**src/rtl/yield_arb_pkg.sv**
```systemverilog
package yield_arb_pkg;

  localparam int ST_COUNT = 5;

  typedef enum logic [ST_COUNT-1:0] {
    ST_IDLE  = 5'b00001,
    ST_WAIT  = 5'b00010,
    ST_GRANT = 5'b00100,
    ST_HELD  = 5'b01000,
    ST_REL   = 5'b10000
  } arb_state_e;

endpackage

```
**src/rtl/sync_stage.sv**
```systemverilog
module sync_stage #(
  parameter int WIDTH  = 1,
  parameter int STAGES = 2
) (
  input  logic             clk_i,
  input  logic             rst_ni,
  input  logic [WIDTH-1:0] d_i,
  output logic [WIDTH-1:0] q_o
);

  logic [STAGES-1:0][WIDTH-1:0] pipe_q;

  always_ff @(posedge clk_i or negedge rst_ni) begin
    if (!rst_ni) begin
      pipe_q <= '0;
    end else begin
      pipe_q[0] <= d_i;
      for (int s = 1; s < STAGES; s++) begin
        pipe_q[s] <= pipe_q[s-1];
      end
    end
  end

  assign q_o = pipe_q[STAGES-1];

endmodule

```
**src/rtl/strobe_idle_mon.sv**
```systemverilog
module strobe_idle_mon #(
  parameter int IDLE_EDGES = 2
) (
  input  logic clk_i,
  input  logic rst_ni,
  input  logic strobe_ni,
  output logic free_o
);

  localparam int CW = $clog2(IDLE_EDGES + 1);
  localparam logic [CW-1:0] LIMIT = CW'(IDLE_EDGES);

  logic [CW-1:0] cnt_q, cnt_d;
  logic          cnt_en;

  // Count only while below the limit, or to clear on a low strobe.
  assign cnt_en = !strobe_ni || (cnt_q != LIMIT);

  always_comb begin
    cnt_d = cnt_q;
    if (!strobe_ni) cnt_d = '0;
    else            cnt_d = cnt_q + CW'(1);
  end

  always_ff @(posedge clk_i or negedge rst_ni) begin
    if (!rst_ni)     cnt_q <= '0;
    else if (cnt_en) cnt_q <= cnt_d;
  end

  assign free_o = (cnt_q == LIMIT);

  // free only follows a high strobe on the edge just gone
  p_free_after_idle_r11: assert property (@(posedge clk_i) disable iff (!rst_ni)
    free_o |-> $past(strobe_ni));

  // a low strobe always clears the free flag
  p_free_clears_r11: assert property (@(posedge clk_i) disable iff (!rst_ni)
    !strobe_ni |=> !free_o);

endmodule

```
**src/rtl/yield_fsm.sv**
```systemverilog
module yield_fsm
  import yield_arb_pkg::*;
(
  input  logic clk_i,
  input  logic rst_ni,
  input  logic req_i,
  input  logic ack_i,
  input  logic cyc_busy_i,
  input  logic rmw_lock_i,
  input  logic rmw_first_i,
  input  logic berr_i,
  input  logic halt_i,
  output logic grant_o,
  output logic float_o,
  output logic retry_o
);

  arb_state_e state_q, state_d;
  logic       retry_q, retry_d;
  logic       lock_block;
  logic       retry_hit;
  logic       pre_grant;

  assign lock_block = rmw_lock_i && !rmw_first_i;
  assign pre_grant  = (state_q == ST_IDLE) || (state_q == ST_WAIT);
  assign retry_hit  = pre_grant && berr_i && halt_i && req_i;

  always_comb begin
    state_d = state_q;
    unique case (state_q)
      ST_IDLE: begin
        if (ack_i)                    state_d = req_i ? ST_HELD : ST_REL;
        else if (retry_hit)           state_d = ST_GRANT;
        else if (req_i && !lock_block) state_d = ST_WAIT;
      end
      ST_WAIT: begin
        if (ack_i)                    state_d = req_i ? ST_HELD : ST_REL;
        else if (retry_hit)           state_d = ST_GRANT;
        else if (!req_i)              state_d = ST_IDLE;
        else if (!cyc_busy_i && !lock_block) state_d = ST_GRANT;
      end
      ST_GRANT: begin
        if (ack_i)                    state_d = req_i ? ST_HELD : ST_REL;
        else if (!req_i)              state_d = ST_IDLE;
      end
      ST_HELD: begin
        if (!ack_i)                   state_d = req_i ? ST_WAIT : ST_IDLE;
        else if (!req_i)              state_d = ST_REL;
      end
      ST_REL: begin
        if (!ack_i)                   state_d = ST_IDLE;
        else if (req_i)               state_d = ST_HELD;
      end
      default:                        state_d = ST_IDLE;
    endcase
  end

  assign retry_d = retry_hit && !ack_i;

  always_ff @(posedge clk_i or negedge rst_ni) begin
    if (!rst_ni) begin
      state_q <= ST_IDLE;
      retry_q <= 1'b0;
    end else begin
      state_q <= state_d;
      retry_q <= retry_d;
    end
  end

  assign grant_o = (state_q == ST_GRANT);
  assign float_o = (state_q == ST_HELD) || (state_q == ST_REL);
  assign retry_o = retry_q;

  // state register stays one-hot
  p_state_onehot_r1: assert property (@(posedge clk_i) disable iff (!rst_ni)
    $onehot(state_q));

  // grant rises only at a cycle boundary or by retry override
  p_grant_at_boundary_r3: assert property (@(posedge clk_i) disable iff (!rst_ni)
    $rose(grant_o) |-> ($past(!cyc_busy_i) || retry_o));

  // no grant out of a locked read-modify-write except by retry
  p_no_grant_locked_r7: assert property (@(posedge clk_i) disable iff (!rst_ni)
    $rose(grant_o) |-> ($past(!(rmw_lock_i && !rmw_first_i)) || retry_o));

  // a bare acknowledge from idle floats the buffers next edge
  p_single_wire_r6: assert property (@(posedge clk_i) disable iff (!rst_ni)
    (state_q == ST_IDLE && ack_i) |=> float_o);

  // losing the acknowledge while released ends floating
  p_release_end_r5: assert property (@(posedge clk_i) disable iff (!rst_ni)
    (state_q == ST_REL && !ack_i) |=> !float_o);

  // retry is a single-cycle pulse accompanied by the grant
  p_retry_pulse_r10: assert property (@(posedge clk_i) disable iff (!rst_ni)
    retry_o |=> !retry_o);
  p_retry_grant_r10: assert property (@(posedge clk_i) disable iff (!rst_ni)
    retry_o |-> grant_o);

endmodule

```
**src/rtl/bus_yield_arbiter.sv**
```systemverilog
module bus_yield_arbiter #(
  parameter int SYNC_STAGES = 2,
  parameter int IDLE_EDGES  = 2
) (
  input  logic clk,
  input  logic rst_n,
  input  logic bus_req,
  input  logic bus_ack,
  input  logic cyc_busy,
  input  logic strobe_n,
  input  logic rmw_lock,
  input  logic rmw_first,
  input  logic bus_err,
  input  logic bus_halt,
  output logic bus_grant,
  output logic buf_float,
  output logic retry_req,
  output logic bus_free
);

  localparam int NSYNC = 2;

  logic             rst_int_n;
  logic [NSYNC-1:0] raw_in, synced;
  logic             req_s, ack_s;

  // Reset: asserts at once, releases after SYNC_STAGES edges.
  sync_stage #(.WIDTH(1), .STAGES(SYNC_STAGES)) u_rst_sync (
    .clk_i  (clk),
    .rst_ni (rst_n),
    .d_i    (1'b1),
    .q_o    (rst_int_n)
  );

  assign raw_in = {bus_ack, bus_req};

  sync_stage #(.WIDTH(NSYNC), .STAGES(SYNC_STAGES)) u_in_sync (
    .clk_i  (clk),
    .rst_ni (rst_int_n),
    .d_i    (raw_in),
    .q_o    (synced)
  );

  assign req_s = synced[0];
  assign ack_s = synced[1];

  yield_fsm u_fsm (
    .clk_i       (clk),
    .rst_ni      (rst_int_n),
    .req_i       (req_s),
    .ack_i       (ack_s),
    .cyc_busy_i  (cyc_busy),
    .rmw_lock_i  (rmw_lock),
    .rmw_first_i (rmw_first),
    .berr_i      (bus_err),
    .halt_i      (bus_halt),
    .grant_o     (bus_grant),
    .float_o     (buf_float),
    .retry_o     (retry_req)
  );

  strobe_idle_mon #(.IDLE_EDGES(IDLE_EDGES)) u_mon (
    .clk_i     (clk),
    .rst_ni    (rst_int_n),
    .strobe_ni (strobe_n),
    .free_o    (bus_free)
  );

  // grant and buffer float are never active together
  p_grant_float_excl_r4: assert property (@(posedge clk) disable iff (!rst_int_n)
    !(bus_grant && buf_float));

endmodule

```
**config.mk**
```make
export PLATFORM = sky130hd
export DESIGN_NAME = bus_yield_arbiter
export DESIGN_NICKNAME = d
export VERILOG_FILES = /design/src/rtl/yield_arb_pkg.sv /design/src/rtl/sync_stage.sv /design/src/rtl/strobe_idle_mon.sv /design/src/rtl/yield_fsm.sv /design/src/rtl/bus_yield_arbiter.sv
export SDC_FILE = /design/constraint.sdc
export NUM_CORES = 1
export LEC_CHECK = 0
export BUFFER_PORTS_ARGS = -buffer_cell sky130_fd_sc_hd__buf_2
export CAP_MARGIN = 5
export CORE_MARGIN = 1.5
export CORE_UTILIZATION = 30
export CTS_CLUSTER_SIZE = 16
export DETAILED_ROUTE_END_ITERATION = 10
export SYNTH_ARGS = -nofsm -noshare
export SYNTH_HDL_FRONTEND = slang
export SYNTH_SLANG_ARGS = --single-unit
```
**constraint.sdc**
```tcl
create_clock -name clk -period 2 [get_ports clk]
set_input_delay 0.4 -clock clk [delete_from_list [all_inputs] [get_ports clk]]
set_output_delay 0.4 -clock clk [all_outputs]
set_load 0.05 [all_outputs]
```
### After elaboration in Yosys (flattened, before gate mapping)

Index checks and enable logic that the tools add are counted.

* register bits after elaboration: 14
* word-level logic and storage cells: 53

* $add $sub $neg: 1
* equality and inequality tests: 12
* mux-type cells: 17
* reductions and logical operators: 16

Operators by type and width (number)
* $mux W5: 14
* $pmux W5 S5: 1
* $logic_and A1 B1 Y1: 7
* $ne A3 B3 Y1 const B: 2
* $eq A5 B1 Y1 const B: 1
* $eq A5 B2 Y1 const B: 1
* $eq A5 B3 Y1 const B: 1
* $eq A5 B4 Y1 const B: 1
* $eq A5 B5 Y1 const B: 1
* $logic_not A1 Y1: 5
* $ne A5 B4 Y1 const B: 1
* $reduce_and A5 Y1: 1
* $mux W2: 2
* $ne A4 B3 Y1 const B: 1
* $logic_or A1 B1 Y1: 3
* $ne A3 B2 Y1 const B: 1
* $add A2 B1 Y2 const B: 1
* $eq A2 B2 Y1 const B: 1
* $ne A2 B2 Y1 const B: 1

### Logic depth before layout (Yosys ltp)

Gate-level depths: netlist of the first run.

* depth in word-level cells: 9
* mapped depth: 6
* gate-level depth less buffers: 5

### Cells and area by module

A second synthesis of the first run with hierarchy kept.

* cell total of the unflattened synthesis: 92
* area total of the unflattened synthesis: 872.1 um^2

Modules (own cells, without submodules)
* yield_fsm: instances 1, cells an instance 74, area an instance 600.6 um^2, seq. area each 151.4 um^2
* sync_stage (u_in_sync): instances 1, cells an instance 6, area an instance 115.1 um^2, seq. area each 100.1 um^2
* strobe_idle_mon: instances 1, cells an instance 9, area an instance 102.6 um^2, seq. area each 50.0 um^2
* sync_stage (u_rst_sync): instances 1, cells an instance 2, area an instance 50.0 um^2, seq. area each 50.0 um^2
* bus_yield_arbiter: instances 1, cells an instance 1, area an instance 3.8 um^2, seq. area each 0.0 um^2

### Least setup slack after synthesis of the first run

OpenSTA, ideal clock, no wires.

* kind: reg-to-output
* start point: reg u_fsm.state_q[4]
* end point: out buf_float
* arrival: 1788 ps
* required time: 1600 ps
* setup slack: -188 ps
* stages on the path, launching flop included: 4
* buffers on the path: 1
* path through: dfrtp_1 buf_2 xnor2_1 nor3_1

* word-level cells in the longest chain between the ends: 2
* elaborated cells on any way between the ends: 3
* classes of those cells: 2 x eq/ne; 1 x reduce/logical

RTL lines
* start: declaration: line yield_fsm.sv:18 `arb_state_e state_q, state_d;`
* start signal: assignment: line yield_fsm.sv:65 `state_q <= state_d;`
* $eq A5 B4 Y1 / $eq A5 B5 Y1 (equally long branches): line yield_fsm.sv:71 `assign float_o = (state_q == ST_HELD) || (state_q == ST_REL);`
* $logic_or A1 B1 Y1 *: line yield_fsm.sv:71
* end: declaration: line bus_yield_arbiter.sv:16 `output logic buf_float,`

Every way passes the cells marked *; elsewhere a longest branch is shown, timed or not.

### Final worst setup path of the first run

* start point: reg u_fsm.state_q[0]
* end point: out buf_float

The elaborated chain is that of the path after synthesis.

==> flow_summary.yaml, run 1 <==
cts:
  cts_htree_levels: 1
  cts_sinks: 14
  clk_latency_ps: 280
  clock_path_buffers: 2
  clk_pin_slew_worst_paths_ps: 90
  cts_tree: "yes"
  post_cts_buffers: 0
  clockRootBuffer: "clkbuf_4"
  cts_buffers: 3
global_routing:
  grt_pass1_vias: 703
  grt_max_degree: 17
  grtUsageTotal_pct: 12.0
  antenna_found_initial: 0
  grt_overflow: 0
  grt_pass1_wl_um: 3130
synthesis:
  synth_seq_area_share_pct: 40.4
  synth_area_leader_cell: "dfrtp_1"
  synth_area_leaders: "dfrtp_1 (37%), xnor2_1 (4.0%), mux2i_1 (3.4%), dfstp_2 (3.0%), nor2_1 (3.0%)"
  synth_top_flop_cell: "dfrtp_1"
  netlist.area_leader.share_pct: 37.4
  synth_area_um2: 871
  syn_inst: 92
  syn_avg_cell_area_um2: 9.47
  synth_fp_nets: 103
  synth.distinct_cells: 37
  synthTopCellsByCount: "dfrtp_1 (13), nor2_1 (7), a21oi_1 (5), o21ai_0 (5)"
  yosys_warnings: 0
  yosysMostFrequentCell: "dfrtp_1"
  synth-edff-count: 0
  async_reset_ff_share_pct: 100
  synth_seq_cells: 14
timing:
  fmax_mhz: 532
  slew_violations: 0
  finalSetupViolations: 0
  fin_crit_sh_pct: 93.9
  rsz0062_at_grt: "no"
  fin_setup_tns_ps: 0
  min_period_ps: 1880
  fin_skew_ps: 11.0
  hold_viol: 0
critical_path:
  crit_chain: "or2_1 > nor3_1 > buf_2"
  worst-path-max-fanout: 12
  r2r_slack_ps: 380
  cpPeakStageDelay_ps: 440
  critical_path_arrival_ps: 1480
  critPathLaunchType: "register"
  required_ps: 1600
  rr_worst_depth: 5
  r2r_end: "u_fsm.state_q[4]$_DFFE_PN0P_"
  crit_type: "register to primary output"
  r2r_start: "u_fsm.state_q[2]$_DFFE_PN0P_"
  cp_slowest_cell: "dfstp_2"
  endpoint_kind: "primary output"
drt:
  detail_route.iter0.violations: 18
  ant_nets: 0
  drc: 0
  wirelength_um: 1810
  wl_per_cell_um: 13.2
  vias: 709
  firstDrtPassIters: 4
  post_drt_via_cell_ratio: 5.18
layout:
  syn2layout_area_growth_pct: 14.7
  final-seq-area_um2: 354
  drive_gt1_share_pct: 24.5
  final_nets: 118
  diodes: 0
  stdcell_area_um2: 998
  nFillCells: 290
  multi_input_area_um2: 465
power:
  leakage_uw: 0.000428
  ir_drop_mv: 0.708
  finalPower_uw: 1350
  cellPowerDensity_nw_per_um2: 1360
placed_design:
  place_area_um2: 947
  gp_congestion: 0.792
  dp_hpwl_um: 1300
  port_buffers: 13
floorplanning:
  die_area_um2: 3230
  io_pins: 14
  die_h_um: 56.9
  initial_core_util_pct: 31.6
  num_rows: 19
  core_area_um2: 2760
  die_x_um: 56.9
outcome:
  outcome: "complete, no violations"
run:
  cap_violations: 0
min_path:
  worstHoldPathType: "register to asynchronous set/reset pin"
==> routing by layer <==
layer	part of all wire [%]	GRT usage, %
met5	0	0
met4	0.50	3.99
met3	4.2	1.61
met2	45	19.3
met1	50	16.7
==> critical path: cells and delay by family, from the launching register on <==
kind	cells	cell delay [ps]
simple gates	2	480
flops	1	440
buf+inv	1	290
==> where the power goes <==
| part | switching (µW) | total (µW) | internal, µW | leakage [µW] |
|---|---|---|---|---|
| combinational | 360 | 648 | 288 | 0.000235 |
| sequential | 143 | 504 | 361 | 0.000171 |
| clock | 92.7 | 203 | 111 | 0.0000210 |
==> logic make-up after synthesis <==
logic type	share of synthesized area (%)
xor+xnor	4.02
flops	40.4
compound gates	14.5
buf+inv	6.18
fa+ha+maj	1.44
mux	3.45
other cells	0.431
simple gates	29.6
==> layout make-up <==
type	count	area share (%)
multi-input cells	69	46.6
flip-flops and latches	14	35.5
repair buffers	16	9.27
well taps	31	3.88
clock buffers	4	3.63
inverters	3	1.13
==> worst max path at each step <==
stage / startpoint / cells after the start / end
CTS: u_fsm.state_q[3]$_DFFE_PN0P_ / 3 / bus_grant
finish: u_fsm.state_q[0]$_DFFE_PN1P_ / 3 / buf_float
detailed placement: u_fsm.state_q[4]$_DFFE_PN0P_ / 5 / u_fsm.state_q[2]$_DFFE_PN0P_
global placement: u_fsm.state_q[3]$_DFFE_PN0P_ / 5 / u_fsm.state_q[1]$_DFFE_PN0P_
global route: u_fsm.state_q[0]$_DFFE_PN1P_ / 3 / bus_grant
floorplan: u_fsm.state_q[4]$_DFFE_PN0P_ / 3 / buf_float
==> stage by stage <==
stage          std cells  hold WS (ps)  utilization (%)  setup slack [ps]
2_1_floorplan         92           104                -              -188
3_3_place_gp         132           186             34.3               313
6_report             137           192             36.2               121
3_5_place_dp         132           189             34.3               300
5_1_grt              137           205             36.2              11.2
4_1_cts              137           207             36.0              17.8
==> placed cells by master (no fill, tap or decap), types with 2 or more instances in the layout <==
cell type	n
buf_2	12
dfrtp_1	11
nor2_1	7
o21ai_0	5
a21oi_1	5
xnor2_1	4
nor3_1	4
nand2b_1	4
nor2b_1	4
clkbuf_4	4
inv_1	3
nand3_1	3
mux2i_1	3
or3_1	3
nand4b_1	2
nor3b_1	2
o31ai_1	2
o21ai_2	2
and2_1	2
buf_4	2
dfrtp_2	2
==> sequential cells by signal (all words and copies together), names as in the netlist <==
name,cells
u_mon.cnt_q,2
u_in_sync.pipe_q,2
u_in_sync.q_o,2
u_fsm.state_q,5
u_rst_sync.pipe_q,1
u_fsm.retry_o,1
u_rst_sync.q_o,1
==> what timing repair did <==
| action | 4_1_cts | 5_1_grt |
|---|---|---|
| hold buffers | 1 | 0 |
| gates resized for setup | 0 | 3 |
| endpoints found under the hold margin | 2 | 0 |
| endpoints found under the setup margin | 0 | 2 |
(Power assumes the default switching activity.)
==> inputs of run 2 (changes only) <==
- PLACE_DENSITY: not set -> 0.45
==> flow_summary.yaml, run 2 (synthesized netlist as in run 1, its figures left out) <==
layout:
  final_common_cell: "buf_2"
  regMostFlops: "u_fsm.state_q"
  syn2layout_area_growth_pct: 13.1
  drive_gt1_share_pct: 22.6
  largest_reg_flops: 5
  final_nets: 118
  diodes: 0
  nFillCells: 282
  mostFrequentLayoutCells: "buf_2 (13), dfrtp_1 (12), nor2_1 (7)"
placed_design:
  port_buffers: 13
  gp_congestion: 0.796
  dp_hpwl_um: 1300
  preCtsSetupSlack_ps: 349
drt:
  wl_per_cell_um: 12.7
  vias: 704
  drc: 0
  ant_nets: 0
  firstDrtPassIters: 4
  detail_route.iter0.violations: 24
  wirelength_um: 1740
  post_drt_via_cell_ratio: 5.14
power:
  switching_share_pct: 44.5
  seq_power_share_pct: 38.0
  p_int_uw: 731
  cellPowerDensity_nw_per_um2: 1340
  pwr-share-comb_pct: 50.0
  p_switching_uw: 587
  clkPwrFrac_pct: 12.0
  ir_drop_mv: 0.630
  leakage_uw: 0.000424
critical_path:
  rr_worst_depth: 5
  r2r_end: "u_fsm.state_q[4]$_DFFE_PN0P_"
  crit_path_end: "bus_grant"
  crit_type: "register to primary output"
  critical_path_arrival_ps: 1510
  r2r_slack_ps: 330
  required_ps: 1600
  setup.worst_path.start: "u_fsm.state_q[3]$_DFFE_PN0P_"
  endpoint_kind: "primary output"
  critPathLaunchType: "register"
  r2r_start: "u_fsm.state_q[2]$_DFFE_PN0P_"
  worst-path-max-fanout: 11
cts:
  clk_latency_ps: 270
  cts_tree: "yes"
  clk_pin_slew_worst_paths_ps: 80
  cts_buffers: 3
  cts_sinks: 14
  clock_path_buffers: 2
  post_cts_buffers: 0
  clockRootBuffer: "clkbuf_4"
  cts_htree_levels: 1
timing:
  holdWs_ps: 194
  slew_violations: 0
  fin_skew_ps: 2.38
  fin_crit_sh_pct: 95.4
  rsz0062_at_grt: "no"
  min_period_ps: 1910
  finalSetupViolations: 0
  hold_viol: 0
  final.setup.worst_slack_ps: 92.0
  fmax_mhz: 524
global_routing:
  grt_overflow: 0
  antenna_found_initial: 0
  grtUsageTotal_pct: 11.7
  grt_max_degree: 14
  grt_pass1_wl_um: 2950
  grt_pass1_vias: 669
floorplanning:
  die_area_um2: 3230
  die_h_um: 56.9
  core_area_um2: 2760
  initial_core_util_pct: 31.6
  io_pins: 14
  die_x_um: 56.9
  num_rows: 19
min_path:
  worstHoldPathType: "register to asynchronous set/reset pin"
outcome:
  outcome: "complete, no violations"
run:
  cap_violations: 0
-- run 2: cell type report --
type	count	area, µm²	share of cell area (%)
clock buffer	4	26.3	2.67
sequential	14	353	35.8
tap	31	38.8	3.94
multi-input combinational	69	465	47.3
inverter	3	11.3	1.14
timing repair buffer	16	90.1	9.15
-- run 2: power groups by stage --
stage          registers [µW]  logic [µW]  clock network, µW
2_1_floorplan             418         613                  0
3_3_place_gp              505         673                  0
3_5_place_dp              500         656                  0
4_1_cts                   495         660                170
5_1_grt                   517         728                189
6_report                  500         659                158
-- run 2: how the worst min path moves through the flow --
stage / startpoint / to / slack (ps) / cells past startpoint
6_report: u_rst_sync.q_o$_DFF_PN0_ / u_fsm.state_q[3]$_DFFE_PN0P_ / 190 / 0
3_3_place_gp: rst_n / u_rst_sync.q_o$_DFF_PN0_ / 190 / 1
2_1_floorplan: rst_n / u_rst_sync.pipe_q[0]$_DFF_PN0_ / 100 / 0
3_5_place_dp: rst_n / u_rst_sync.q_o$_DFF_PN0_ / 190 / 1
4_1_cts: u_rst_sync.q_o$_DFF_PN0_ / u_fsm.retry_o$_DFF_PN0_ / 220 / 0
5_1_grt: bus_ack / u_in_sync.pipe_q[1]$_DFF_PN0_ / 210 / 1
-- run 2: critical path, stage by stage, from the launching register on --
cell,delay (ps)
dfrtp_1,530
nand2b_1,270
nor3_1,150
buf_2,290
-- run 2: repair_timing --
| action | in CTS | in global routing |
|---|---|---|
| endpoints found under the setup margin | 0 | 1 |
| endpoints found under the hold margin | 2 | 0 |
| hold buffers | 1 | 0 |
| gates resized for setup | 0 | 1 |
-- run 2: stage by stage --
| step | utilization (%) | power [µW] | instances | TNS (ps) | instance area [µm²] |
|---|---|---|---|---|---|
| floorplan | - | 1030 | 92 | -372 | 871 |
| global placement | 34.3 | 1180 | 132 | 0 | 947 |
| detailed placement | 34.3 | 1160 | 132 | 0 | 947 |
| CTS | 35.7 | 1320 | 137 | 0 | 983 |
| global route | 35.7 | 1430 | 137 | 0 | 985 |
| finish | 35.7 | 1320 | 137 | 0 | 985 |
-- run 2: routing by layer --
layer	global-route usage, %	routed length, µm	share of wire [%]	up-vias
met2	18.6	752	43	27
met5	0	0	0	-
met4	4.98	12	0.69	0
li1	-	-	-	355
met1	14.7	862	49	320
met3	3.46	116	6.7	2
==> inputs of run 3 (changes only) <==
- PLACE_DENSITY: 0.45 -> 0.46
- clock period: 2 -> 1.7 ns (I/O delays scaled with it)
==> flow_summary.yaml, run 3 (synthesized netlist as in run 1, its figures left out) <==
outcome:
  outcome: "complete, no violations"
timing:
  fin_skew_ps: 0.819
  fmax_mhz: 604
  finalSetupViolations: 0
  hold_viol: 0
  slew_violations: 0
  fin_crit_sh_pct: 97.4
  min_period_ps: 1660
  rsz0062_at_grt: "yes"
  fin_setup_tns_ps: 0
  holdWs_ps: 167
global_routing:
  grt_pass1_vias: 756
  grt_pass1_wl_um: 3300
  grt_overflow: 0
  grtUsageTotal_pct: 13.3
  grt_max_degree: 13
  antenna_found_initial: 0
floorplanning:
  die_x_um: 56.9
  initial_core_util_pct: 31.6
  die_h_um: 56.9
  io_pins: 14
  core_area_um2: 2760
  die_area_um2: 3230
  num_rows: 19
layout:
  final_core_utilization_pct: 41.7
  largest_reg_flops: 5
  syn2layout_area_growth_pct: 32.0
  regMostFlops: "u_fsm.state_q"
  final_nets: 133
  drive_gt1_share_pct: 38.0
  mostFrequentLayoutCells: "buf_4 (16), buf_2 (11), dfrtp_1 (10)"
  stdcell_area_um2: 1150
  final_common_cell: "buf_4"
  diodes: 0
drt:
  vias: 771
  wirelength_um: 1920
  drc: 0
  ant_nets: 0
  detail_route.iter0.violations: 30
  wl_per_cell_um: 12.6
  firstDrtPassIters: 4
  post_drt_via_cell_ratio: 5.07
placed_design:
  port_buffers: 13
  place_area_um2: 1020
  dp_hpwl_um: 1390
  gp_congestion: 0.814
critical_path:
  critPathLaunchType: "register"
  endpoint_kind: "register"
  cpPeakStageDelay_ps: 430
  required_ps: 1900
  cp_slowest_cell: "dfrtp_2"
  crit_type: "register to register"
  worst-path-max-fanout: 5
  critical_path_arrival_ps: 1860
  cpMostUsedCell: "or3_1"
  crit_chain: "buf_4 > or3_1 > o22ai_1 > nor2_1 > or3_1 > o21ai_2"
min_path:
  worstHoldPathType: "input port to register"
power:
  ir_drop_mv: 0.743
  cellPowerDensity_nw_per_um2: 1620
  finalPower_uw: 1860
  leakage_uw: 0.000512
cts:
  clk_pin_slew_worst_paths_ps: 80
  cts_htree_levels: 1
  cts_sinks: 14
  cts_tree: "yes"
  cts_buffers: 3
  clk_latency_ps: 270
  clockRootBuffer: "clkbuf_4"
  clock_path_buffers: 2
run:
  cap_violations: 0
[run 3: repair_timing]
item                       CTS  global route
pin swaps                    0             3
hold buffers                 1             0
buffers inserted             6             1
gates resized for setup      7             5
setup endpoints to repair    2             4
hold endpoints to repair     2             0
[run 3: worst max-delay path, delay by kind of cell, from the launching register on]
family,cells,cell delay (ps)
simple gates,3,740
buf+inv,1,170
compound gates,2,250
flops,1,430
[run 3: cell type report]
cell class	instances	area (µm²)
well taps	31	38.8
repair buffers	31	219
flip-flops and latches	14	355
fillers	274	1610
inverters	3	11.3
clock buffers	4	36.3
multi-input cells	69	489
[run 3: where the power goes]
part / internal (µW) / switching [µW]
Clock: 130 / 101
Sequential: 424 / 65.4
Combinational: 542 / 601
[run 3: worst paths after layout]
check                                                end  depth (start not counted)                          from  slack [ps]
max                         u_fsm.state_q[4]$_DFFE_PN0P_                          6  u_fsm.state_q[3]$_DFFE_PN0P_          40
min                        u_in_sync.pipe_q[1]$_DFF_PN0_                          1                       bus_ack         170
max reg2reg                 u_fsm.state_q[4]$_DFFE_PN0P_                          6  u_fsm.state_q[3]$_DFFE_PN0P_          40
min reg2reg                   u_in_sync.q_o[0]$_DFF_PN0_                          0      u_rst_sync.q_o$_DFF_PN0_         190
max in group asynchronous   u_fsm.state_q[0]$_DFFE_PN1P_                          0      u_rst_sync.q_o$_DFF_PN0_        1160
min in group asynchronous     u_in_sync.q_o[0]$_DFF_PN0_                          0      u_rst_sync.q_o$_DFF_PN0_         190
[run 3: routing by layer]
| metal | part of all wire, % | track usage (%) | up-vias |
|---|---|---|---|
| met2 | 50 | 22.3 | 22 |
| met4 | 0.63 | 6.98 | 0 |
| met3 | 4.6 | 2.07 | 2 |
| met1 | 45 | 16.5 | 362 |
| li1 | - | - | 385 |
| met5 | 0 | 0 | - |
[run 3: stage by stage]
| stage | worst slack, ps | cells |
|---|---|---|
| floorplan | -9.97 | 92 |
| global placement | 12.5 | 140 |
| detailed placement | 105 | 140 |
| CTS | 7.82 | 151 |
| global route | -4.55 | 152 |
| finish | 43.9 | 152 |
